### src/rtl/onewire_crc_check.sv
module onewire_crc_check #(
  parameter int ROM_BITS = 64,
  parameter int SCR_BITS = 72,
  parameter int CRC_W = 8,
  parameter logic [CRC_W-1:0] POLY_REV = 8'h8C
) (
  input  logic clk,
  input  logic rst_n,
  input  logic sof,
  input  logic frame_sel,
  input  logic bit_vld,
  input  logic bit_dat,
  output logic done,
  output logic pass
);
  localparam int CNT_W = $clog2(SCR_BITS + 1);
  localparam logic [CNT_W-1:0] ROM_LAST = CNT_W'(ROM_BITS - 1);
  localparam logic [CNT_W-1:0] SCR_LAST = CNT_W'(SCR_BITS - 1);

  logic [CRC_W-1:0] crc, crc_nxt;
  logic [CNT_W-1:0] cnt;
  logic active, sel_q, take, last;

  assign take    = bit_vld & active & ~sof;
  assign last    = cnt == (sel_q ? SCR_LAST : ROM_LAST);
  assign crc_nxt = {1'b0, crc[CRC_W-1:1]} ^ ((crc[0] ^ bit_dat) ? POLY_REV : '0);

  always_ff @(posedge clk) begin
    if (!rst_n) begin
      crc    <= '0;
      cnt    <= '0;
      active <= 1'b0;
      sel_q  <= 1'b0;
      done   <= 1'b0;
      pass   <= 1'b0;
    end else begin
      done <= 1'b0;
      pass <= 1'b0;
      if (sof) begin
        crc    <= '0;
        cnt    <= '0;
        active <= 1'b1;
        sel_q  <= frame_sel;
      end else if (take) begin
        crc <= crc_nxt;
        cnt <= cnt + 1'b1;
        if (last) begin
          active <= 1'b0;
          done   <= 1'b1;
          pass   <= crc_nxt == '0;
        end
      end
    end
  end
endmodule


### config.mk
export PLATFORM = sky130hd
export DESIGN_NAME = onewire_crc_check
export DESIGN_NICKNAME = d
export VERILOG_FILES = /design/src/rtl/onewire_crc_check.sv
export SDC_FILE = /design/constraint.sdc
export NUM_CORES = 1
export LEC_CHECK = 0
export BUFFER_PORTS_ARGS = -buffer_cell sky130_fd_sc_hd__buf_2
export CAP_MARGIN = 20
export CORE_MARGIN = 1.5
export CORE_UTILIZATION = 38
export DETAILED_ROUTE_END_ITERATION = 10
export PLACE_DENSITY = 0.6
export REMOVE_ABC_BUFFERS = 1
export SETUP_SLACK_MARGIN = 0.05
export SYNTH_ARGS = -nofsm -noshare
export SYNTH_HDL_FRONTEND = slang
export SYNTH_SLANG_ARGS = --single-unit
### constraint.sdc
create_clock -name clk -period 1.12 [get_ports clk]
set_input_delay 0.224 -clock clk [delete_from_list [all_inputs] [get_ports clk]]
set_output_delay 0.224 -clock clk [all_outputs]
set_load 0.005 [all_outputs]
==> results of run 1 <==
## sequential cells by signal, summed over array words and instances, names as in the netlist
register / cells
sel_q: 1
active: 1
crc: 8
done: 1
pass: 1
cnt: 7
## metrics by stage
stage / instance area, sq um / total power, W / hold WS (ns) / utilization / cells
after global placement: 947.2 / 0.0007850 / 0.4584 / 0.4779 / 135
after detailed placement: 947.2 / 0.0007864 / 0.4653 / 0.4779 / 135
after floorplan: 780.7 / 0.0007440 / 0.3522 / - / 88
final: 1099 / 0.001125 / 0.1950 / 0.5543 / 141
after CTS: 1027 / 0.001132 / 0.1764 / 0.5183 / 139
after global routing: 1099 / 0.001172 / 0.2027 / 0.5543 / 141
## layout by cell type, fill, tap and decap left out, types with 3 or more instances in the layout
cell,count
nand2_1,14
dfxtp_1,14
buf_4,14
a21oi_1,7
buf_2,7
nor2_1,6
nand3_1,4
or3_1,3
clkbuf_4,3
dfxtp_4,3
## worst reg2reg max path, cell delays in order (launching register included)
cell      delay [ns]
dfxtp_2         0.38
ha_4            0.12
and4b_2         0.31
a311oi_2        0.12
a41o_2          0.23
## per-layer routing
layer  share of wire  GRT usage
met4               0    0.05714
met1            0.51     0.2119
met3           0.040    0.02761
met2            0.45     0.2613
met5               0          0
## worst max path at each step
stage	slack, ns	start	cells past startpoint	endpoint
floorplan	-0.12	cnt[0]$_SDFFE_PP0P_	4	cnt[4]$_SDFFE_PP0P_
global placement	-0.12	cnt[0]$_SDFFE_PP0P_	5	cnt[2]$_SDFFE_PP0P_
detailed placement	-0.13	cnt[0]$_SDFFE_PP0P_	4	cnt[4]$_SDFFE_PP0P_
CTS	-0.12	cnt[0]$_SDFFE_PP0P_	4	cnt[4]$_SDFFE_PP0P_
global route	-0.19	cnt[1]$_SDFFE_PP0P_	4	cnt[4]$_SDFFE_PP0P_
finish	-0.13	cnt[0]$_SDFFE_PP0P_	4	cnt[4]$_SDFFE_PP0P_
## power groups by stage
stage | sequential [W] | combinational [W] | clock [W]
after floorplan | 0.000704 | 0.0000398 | 0
after global placement | 0.000705 | 0.0000798 | 0
after detailed placement | 0.000706 | 0.0000804 | 0
after CTS | 0.000689 | 0.0000852 | 0.000358
after global routing | 0.000688 | 0.000106 | 0.000379
final | 0.000686 | 0.0000954 | 0.000343
## cell type report
cell class / count / share of cell area
clock buffer: 3 / 0.02050
clock inverter: 1 / 0.004556
inverter: 2 / 0.006834
multi-input combinational: 67 / 0.4408
sequential: 19 / 0.3588
tap: 27 / 0.03075
timing repair buffer: 22 / 0.1378
## cell usage after synthesis
library cell / number / area share
dfxtp_1: 19 / 0.47
nand2_1: 15 / 0.069
a21oi_1: 8 / 0.049
nor2_1: 6 / 0.028
nand3_1: 4 / 0.025
a31oi_1: 3 / 0.023
buf_2: 3 / 0.019
or3_1: 3 / 0.023
xnor2_1: 3 / 0.032
a311oi_1: 2 / 0.022
and2_1: 2 / 0.015
clkbuf_1: 2 / 0.0093
inv_1: 2 / 0.0093
nor2b_1: 2 / 0.015
nor3_1: 2 / 0.012
o21ai_0: 2 / 0.012
a211oi_1: 1 / 0.0093
a22o_1: 1 / 0.011
a41o_1: 1 / 0.012
a41o_2: 1 / 0.014
and3_2: 1 / 0.0093
and4b_1: 1 / 0.012
buf_4: 1 / 0.0093
ha_1: 1 / 0.015
mux2i_1: 1 / 0.012
nand2_2: 1 / 0.0077
nand2b_1: 1 / 0.0077
nand4b_1: 1 / 0.011
nor3b_1: 1 / 0.0093
nor4_1: 1 / 0.0077
o31ai_1: 1 / 0.0093
or4_1: 1 / 0.0093
## cells by family after synthesis
kind of cell             count (synthesis)  share of synthesized area
XOR/XNOR                                 3                    0.03241
buffers and inverters                    8                    0.04630
multiplexers                             1                    0.01235
AO/OA/AOI/OAI                           20                     0.1621
AND/OR/NAND/NOR                         42                     0.2624
adder cells (fa/ha/maj)                  1                    0.01543
flip-flops                              19                     0.4691
## what timing repair did
action	in CTS	in global routing
buffers inserted	0	2
pin swaps	4	8
resized for setup	15	9
setup endpoints to repair	10	15
hold buffers	0	0
==> metrics.md, run 1 <==
| Metric | Value |
|---|---|
| Initial antenna violation count | `0` |
| P_leak | `0.4034 nW` |
| Hold Crit Class | `input port to flip-flop` |
| Layout cells sized above 1 | `0.4035` |
| Rows | `16` |
| Hold-critical path depth | `3` |
| FF-to-FF End | `cnt[4]$_SDFFE_PP0P_` |
| Slew headroom | `0.7800` |
| Status | `finished, violations left` |
| DRT Wirelength | `1.732 mm` |
| Pwr/cell area | `1024 nW/um^2` |
| GP Congestion | `0.7630` |
| Yosys warnings | `0` |
| Tcrit/Tclk final | `1.113` |
| Logic gate share of total power | `0.085` |
| Htree depth | `1` |
| Failing checks | `negative setup slack` |
| Internal | `0.0008559 W` |
| Worst-path cell with the longest stage delay | `dfxtp_2` |
| Die height | `49.19 um` |
| Post-synth cell types | `32` |
| Gr ovfl total | `0` |
| Clock Latency Late Sink | `0.29 ns` |
| WP buf/inv | `0` |
| Worst setup SP type | `flip-flop` |
| Max Clk Rate | `0.8021 GHz` |
| Worst-Margin Slew | `0.3265 ns` |
| Synth Register Bits | `19` |
| Max cap viols | `0` |
| Vias per Instance | `5.085` |
| Final setup violation count | `6` |
| Cell Chain, Critical Path | `ha_4, and4b_2, a311oi_2, a41o_2` |
| Pin count of the biggest net entering global routing | `12` |
| Clk sinks | `19` |
| Die footprint | `2420 sq um` |
| FF/Latch Area | `394.1 sq um` |
| Pre-Repair DR Iteration Count | `4` |
| Initial Utilization | `0.4091` |
| TNS Setup | `-0.5021 ns` |
| Clock Power Share | `0.305` |
| Cells after synthesis | `94` |
| Post-synthesis sequential area ratio | `0.4691` |
| Global-route wire length before repair | `3.070 mm` |
| DR vias | `717` |
| Crit end category | `flip-flop` |
| Residual DRC | `0` |
| IO Pins | `8` |
| Max Clock Skew | `0.002097 ns` |
| Root Buffer | `clkbuf_4` |
| Final ANT Viol Nets | `0` |
| Worst-path fanout max | `6` |
| DR iter-0 viols | `16` |
| Core area | `1982 sq um` |
| CTS tree | `yes` |
| Max-slew violation count | `0` |
| Mapped Area | `810.8 sq um` |
| R2r setup slk | `-0.13 ns` |
| RR Startpoint | `cnt[0]$_SDFFE_PP0P_` |
| Crit path kind | `flip-flop to flip-flop` |
| WHS Endpoint | `sel_q$_SDFFE_PN0P_` |
| Ant diodes | `0` |
| Hold Startpoint | `frame_sel` |
| Post-DP HPWL | `1.203 mm` |
| Largest delay share family, worst path | `flip-flops` |
| PortBufs | `7` |
| Crit-path max cell delay | `0.38 ns` |
| Sequential share of power | `0.610` |
| Post-route setup slack | `-0.1268 ns` |
| Routed wire length per instance | `12.28 um` |
| Reg2Reg Depth | `4` |
| Fin crit period | `1.247 ns` |
| Final net count | `122` |
| Switching Share | `0.2394` |
| Syn Area/Cell | `8.625 sq um` |
| Clock Pin Slew Worst Setup and Hold Paths | `0.11 ns` |
| Cts bufs inserted | `3` |
| CTS Buffer Depth | `2` |
| Place WS | `-0.1279 ns` |
| Vias in the first global route | `735` |
| Die X | `49.19 um` |
| RSZ-0062 raised after global routing | `true` |
| Filler cells | `180` |
| Required time worst endpoint | `1.32 ns` |
| Fin. Hold Viols | `0` |
| Sw Pwr | `0.0002694 W` |
| Crit path DAT | `1.45 ns` |
| VDD IR-drop max | `647.5 uV` |
| GRT Overall Usage | `0.1603` |
| Multi-input gate area | `484.2 sq um` |
| Area growth, synth to finish | `35.49%` |
No activity file was read; power rests on OpenSTA's default activity.
==> run 2, diff against run 1 <==
--- a/config.mk
+++ b/config.mk
@@ -7,12 +7,13 @@
 export LEC_CHECK = 0
 export BUFFER_PORTS_ARGS = -buffer_cell sky130_fd_sc_hd__buf_2
 export CAP_MARGIN = 20
-export CORE_MARGIN = 1.5
+export CORE_MARGIN = 4
 export CORE_UTILIZATION = 38
 export DETAILED_ROUTE_END_ITERATION = 10
 export PLACE_DENSITY = 0.6
 export REMOVE_ABC_BUFFERS = 1
 export SETUP_SLACK_MARGIN = 0.05
+export SKIP_LAST_GASP = 1
 export SYNTH_ARGS = -nofsm -noshare
 export SYNTH_HDL_FRONTEND = slang
 export SYNTH_SLANG_ARGS = --single-unit
==> run 2 against run 1 <==
Against the previous run:
- the flow still finishes with violations (negative setup slack)
- power increased by 2.4%
- cell count rose by 3.5%
- non-clock buffer count increased by 5
- via count grew 4.5%
- die area increased by 21%
- largest power group unchanged
- worst hold slack got worse by 0.0076 ns
- register-to-register slack worse by 0.04 ns
- routed wire length is 8.9% higher
- first-iteration DRC count rose by 25%
- sequential power increased by 1%
==> metrics.md, run 2 (synthesis gave the netlist of run 1 again) <==
| Metric | Value |
|---|---|
| Status | `finished, violations left` |
| Failing checks | `negative setup slack` |
| Clk sinks | `19` |
| Cts bufs inserted | `3` |
| IO Pins | `8` |
| WP buf/inv | `1` |
| Worst-path fanout max | `3` |
| # placed instances | `140` |
| Clock Pin Slew Worst Setup and Hold Paths | `0.12 ns` |
| Most common cell after layout, fill and taps aside | `buf_4` |
| Final net count | `127` |
| GP Congestion | `0.7728` |
| Vias per Instance | `5.130` |
| Tcrit/Tclk final | `1.153` |
| Place WS | `-0.1533 ns` |
| Largest register FFs | `8` |
| P_leak | `0.4281 nW` |
| Crit path DAT | `1.53 ns` |
| Largest Register | `crc` |
| Crit-path max cell delay | `0.46 ns` |
| Final setup violation count | `8` |
| Pre-Repair DR Iteration Count | `4` |
| PortBufs | `7` |
| Power, Total | `0.001152 W` |
| Sw Pwr | `0.0002773 W` |
| Gr ovfl total | `0` |
| Cell Chain, Critical Path | `buf_6, nand4b_1, or4_4, a21oi_2` |
| Largest delay share family, worst path | `simple AND/OR/NAND/NOR gates` |
| RSZ-0062 raised after global routing | `true` |
| Worst-path cell with the longest stage delay | `or4_4` |
| TNS Setup | `-0.6499 ns` |
| Initial antenna violation count | `0` |
| Post-route setup slack | `-0.1717 ns` |
| GRT Overall Usage | `0.1424` |
| Crit end category | `flip-flop` |
| VDD IR-drop max | `518.0 uV` |
| Sequential share of power | `0.601` |
| Residual DRC | `0` |
| Fin crit period | `1.292 ns` |
| Vias in the first global route | `752` |
| Die X | `54.19 um` |
| Slew headroom | `0.7822` |
| Root Buffer | `clkbuf_4` |
| Internal | `0.0008747 W` |
| Most frequent cells in the layout | `buf_4 (17), dfxtp_1 (15), nand2_1 (14)` |
| Global-route wire length before repair | `3.070 mm` |
| Crit path kind | `flip-flop to flip-flop` |
| Max Clk Rate | `0.7742 GHz` |
| Worst setup SP type | `flip-flop` |
| Post-DP HPWL | `1.217 mm` |
| Max-slew violation count | `0` |
| Worst-Margin Slew | `0.3268 ns` |
| Logic gate share of total power | `0.097` |
| Post-CTS Hold Fix Bufs | `0` |
| Hold Crit Class | `input port to flip-flop` |
| Final ANT Viol Nets | `0` |
| Pwr/cell area | `1037 nW/um^2` |
| DR iter-0 viols | `20` |
| Htree depth | `1` |
| CTS Buffer Depth | `2` |
| Clock Power Share | `0.302` |
| DRT Wirelength | `1.886 mm` |
| Initial Utilization | `0.4050` |
| Switching Share | `0.2407` |
| CTS tree | `yes` |
| Fin. Hold Viols | `0` |
| Required time worst endpoint | `1.36 ns` |
| Clock Latency Late Sink | `0.29 ns` |
| Area growth, synth to finish | `37.04%` |
| DR vias | `749` |
| Post-Layout Cell Count | `146` |
| Max Clock Skew | `0.005107 ns` |
| Max cap viols | `0` |
| Pin count of the biggest net entering global routing | `12` |
| Ant diodes | `0` |
| Hold_ws | `0.1874 ns` |
| Largest registers | `crc (8), cnt (7)` |
| Core area | `2002 sq um` |
| Layout cells sized above 1 | `0.4034` |
| Rows | `16` |
| Die height | `54.19 um` |
| Routed wire length per instance | `12.92 um` |
| Filler cells | `187` |
| Die footprint | `2937 sq um` |
[run 2: path summary, 6_finish.rpt]
| check | cells after the start | slack (ns) | from | end |
|---|---|---|---|---|
| worst max-delay path | 4 | -0.17 | cnt[1]$_SDFFE_PP0P_ | cnt[5]$_SDFFE_PP0P_ |
| worst min-delay path | 3 | 0.19 | rst_n | active$_SDFFE_PN0P_ |
| worst max register to register | 4 | -0.17 | cnt[1]$_SDFFE_PP0P_ | cnt[5]$_SDFFE_PP0P_ |
| worst min register to register | 2 | 0.48 | crc[5]$_SDFFE_PP0P_ | crc[4]$_SDFFE_PP0P_ |
[run 2: what timing repair did]
item                                    CTS  global route
cloned                                    0             0
gates resized for setup                  11             9
buffers inserted                          1             1
endpoints found under the setup margin   10            11
pin swaps                                 6             4
[run 2: tightest hold or removal path: stages]
cell,delay (ns)
buf_2,0.12
o21ai_0,0.07
a31oi_1,0.04
[run 2: stage by stage]
step | utilization | instance area (sq um)
floorplan | - | 780.7
global placement | 0.4981 | 997.2
detailed placement | 0.4981 | 997.2
CTS | 0.5319 | 1065
global route | 0.5550 | 1111
finish | 0.5550 | 1111
[run 2: cell type report]
cell class | instances | area, sq um | share of cell area
Sequential cell | 19 | 387.9 | 0.3491
Multi-Input combinational cell | 67 | 449.2 | 0.4043
Timing Repair Buffer | 27 | 205.2 | 0.1847
Clock inverter | 1 | 5.005 | 0.004504
Clock buffer | 3 | 22.52 | 0.02027
Inverter | 2 | 7.507 | 0.006757
Tap cell | 27 | 33.78 | 0.03041
[run 2: power by group through the flow]
stage / clock (W) / sequential [W] / combinational, W
after global placement: 0 / 0.000706 / 0.0000970
after floorplan: 0 / 0.000704 / 0.0000398
after global routing: 0.000392 / 0.000695 / 0.000122
final: 0.000348 / 0.000693 / 0.000111
after detailed placement: 0 / 0.000706 / 0.0000968
after CTS: 0.000367 / 0.000692 / 0.000105
[run 2: layer usage]
metal / up-vias / share of wire / GRT usage
li1: 381 / - / -
met4: 0 / 0.0069 / 0.06224
met2: 9 / 0.48 / 0.2331
met5: - / 0 / 0
met3: 2 / 0.037 / 0.03324
met1: 357 / 0.48 / 0.1762
==> run 3, diff against run 2 <==
==> constraint.sdc (replaced) <==
create_clock -name clk -period 1.13 [get_ports clk]
set_input_delay 0.226 -clock clk [delete_from_list [all_inputs] [get_ports clk]]
set_output_delay 0.226 -clock clk [all_outputs]
set_load 0.005 [all_outputs]
==> run 3 against run 2 <==
Against the previous run:
- the flow still finishes with violations (negative setup slack)
- clock power about the same
- register-to-register slack improved by 0.09 ns
- cell count decreased by 0.68%
- routed wire length decreased by 7.3%
- core utilization decreased by 0.25 points
- non-clock buffer count decreased by 1
- maximum frequency increased by 6.8%
- critical path depth unchanged
- critical endpoint is now cnt[4]$_SDFFE_PP0P_
- highest routed layer unchanged
- global-route usage increased by 0.80 points
- combinational power about the same
- first-iteration DRC count decreased by 15%
- sequential power decreased by 1%
==> metrics.md, run 3 (synthesis gave the netlist of run 1 again) <==
| Metric | Value |
|---|---|
| Most frequent cells in the layout | `buf_4 (16), nand2_1 (14), dfxtp_1 (13)` |
| Ant diodes | `0` |
| Reg2Reg Depth | `4` |
| Die height | `54.19 um` |
| GRT Overall Usage | `0.1505` |
| Status | `finished, violations left` |
| Failing checks | `negative setup slack` |
| Root Buffer | `clkbuf_4` |
| Largest registers | `crc (8), cnt (7)` |
| Largest Register | `crc` |
| Final ANT Viol Nets | `0` |
| Fin crit period | `1.209 ns` |
| RR Startpoint | `cnt[0]$_SDFFE_PP0P_` |
| Placed cell area | `989.7 sq um` |
| IO Pins | `8` |
| Die X | `54.19 um` |
| Area growth, synth to finish | `36.42%` |
| Initial Utilization | `0.4050` |
| GP Congestion | `0.7638` |
| Max cap viols | `0` |
| Max Clock Skew | `0.007034 ns` |
| CTS tree | `yes` |
| Residual DRC | `0` |
| Crit end category | `flip-flop` |
| Max Clk Rate | `0.8269 GHz` |
| Hold Crit Class | `input port to flip-flop` |
| PortBufs | `7` |
| Filler cells | `183` |
| Cts bufs inserted | `3` |
| DR vias | `730` |
| VDD IR-drop max | `459.6 uV` |
| Fin. Hold Viols | `0` |
| R2r setup slk | `-0.08 ns` |
| P_leak | `0.4255 nW` |
| Crit path kind | `flip-flop to flip-flop` |
| Rows | `16` |
| CTS Buffer Depth | `2` |
| Clock Latency Late Sink | `0.29 ns` |
| Initial antenna violation count | `0` |
| Pin count of the biggest net entering global routing | `12` |
| Slew headroom | `0.7923` |
| Worst-Margin Slew | `0.3115 ns` |
| FF-to-FF End | `cnt[4]$_SDFFE_PP0P_` |
| Clock Pin Slew Worst Setup and Hold Paths | `0.11 ns` |
| Clk sinks | `19` |
| DR iter-0 viols | `17` |
| Pre-Repair DR Iteration Count | `4` |
| Final net count | `126` |
| WHS Endpoint | `sel_q$_SDFFE_PN0P_` |
| Hold Startpoint | `rst_n` |
| DRT Wirelength | `1.748 mm` |
| Worst setup SP type | `flip-flop` |
| Vias in the first global route | `759` |
| Tcrit/Tclk final | `1.070` |
| Routed wire length per instance | `12.06 um` |
| Pwr/cell area | `1030 nW/um^2` |
| Max-slew violation count | `0` |
| Vias per Instance | `5.034` |
| Worst-path fanout max | `6` |
| Post-Layout Cell Count | `145` |
| # placed instances | `139` |
| Fin area | `1106 sq um` |
| Die footprint | `2937 sq um` |
| Layout cells sized above 1 | `0.4237` |
| Crit path DAT | `1.40 ns` |
| Core area | `2002 sq um` |
| Post-DP HPWL | `1.194 mm` |
| Hold-critical path depth | `2` |
| Htree depth | `1` |
| Global-route wire length before repair | `3.153 mm` |
| Gr ovfl total | `0` |
| Largest register FFs | `8` |
| Post-route setup slack | `-0.07935 ns` |
| Final setup violation count | `7` |
| RSZ-0062 raised after global routing | `true` |
| Most common cell after layout, fill and taps aside | `buf_4` |
| Required time worst endpoint | `1.32 ns` |
-- run 3: cell types whose count changed in the layout (fill, tap and decap cells not counted), sizes merged --
cell and delta:
buf -1
-- run 3: final cells by class --
| type | instances | area, sq um | area share |
|---|---|---|---|
| Clock inverter | 1 | 5.005 | 0.004525 |
| Inverter | 2 | 7.507 | 0.006787 |
| Timing Repair Buffer | 26 | 197.7 | 0.1787 |
| Sequential cell | 19 | 390.4 | 0.3529 |
| Multi-Input combinational cell | 67 | 449.2 | 0.4061 |
| Tap cell | 27 | 33.78 | 0.03054 |
| Clock buffer | 3 | 22.52 | 0.02036 |
-- run 3: power breakdown --
part	internal, W	switching, W
Clock	0.000131	0.000213
Combinational	0.0000569	0.0000526
Sequential	0.000678	0.00000787
Total	0.000866	0.000274
-- run 3: worst max-delay path, cell delays in order (launching register included) --
cell	delay (ns)
dfxtp_2	0.35
ha_1	0.13
and4b_2	0.28
a311oi_2	0.11
a41o_2	0.24
-- run 3: timing repair --
action | 4_1_cts | 5_1_grt
buffers inserted | 2 | 0
hold buffers | 0 | 0
setup endpoints to repair | 10 | 10
pin swaps | 7 | 2
cloned | 0 | 0
resized for setup | 15 | 7
-- run 3: worst max path at each step --
stage | startpoint | endpoint
after detailed placement | cnt[0]$_SDFFE_PP0P_ | cnt[4]$_SDFFE_PP0P_
after CTS | cnt[0]$_SDFFE_PP0P_ | cnt[4]$_SDFFE_PP0P_
after global placement | cnt[0]$_SDFFE_PP0P_ | cnt[4]$_SDFFE_PP0P_
after global routing | cnt[0]$_SDFFE_PP0P_ | pass$_SDFF_PP0_
after floorplan | cnt[0]$_SDFFE_PP0P_ | cnt[4]$_SDFFE_PP0P_
final | cnt[0]$_SDFFE_PP0P_ | cnt[4]$_SDFFE_PP0P_
-- run 3: metal layers --
| layer | vias to the layer above | share of wire | track usage |
|---|---|---|---|
| li1 | 379 | - | - |
| met3 | 2 | 0.046 | 0.02493 |
| met4 | 0 | 0.010 | 0.06224 |
| met1 | 336 | 0.49 | 0.1997 |
| met2 | 13 | 0.45 | 0.2390 |
| met5 | - | 0 | 0 |
-- run 3: metrics by stage --
step	power (W)	setup TNS [ns]	hold WS [ns]	setup WS, ns	util
floorplan	0.0007374	-0.2826	0.3542	-0.1058	-
global placement	0.0007960	-0.5180	0.4519	-0.09234	0.4944
detailed placement	0.0007959	-0.6603	0.4637	-0.1317	0.4944
CTS	0.001156	-0.3818	0.1803	-0.09609	0.5431
global route	0.001201	-0.8950	0.2029	-0.1585	0.5525
finish	0.001140	-0.3022	0.1992	-0.07935	0.5525
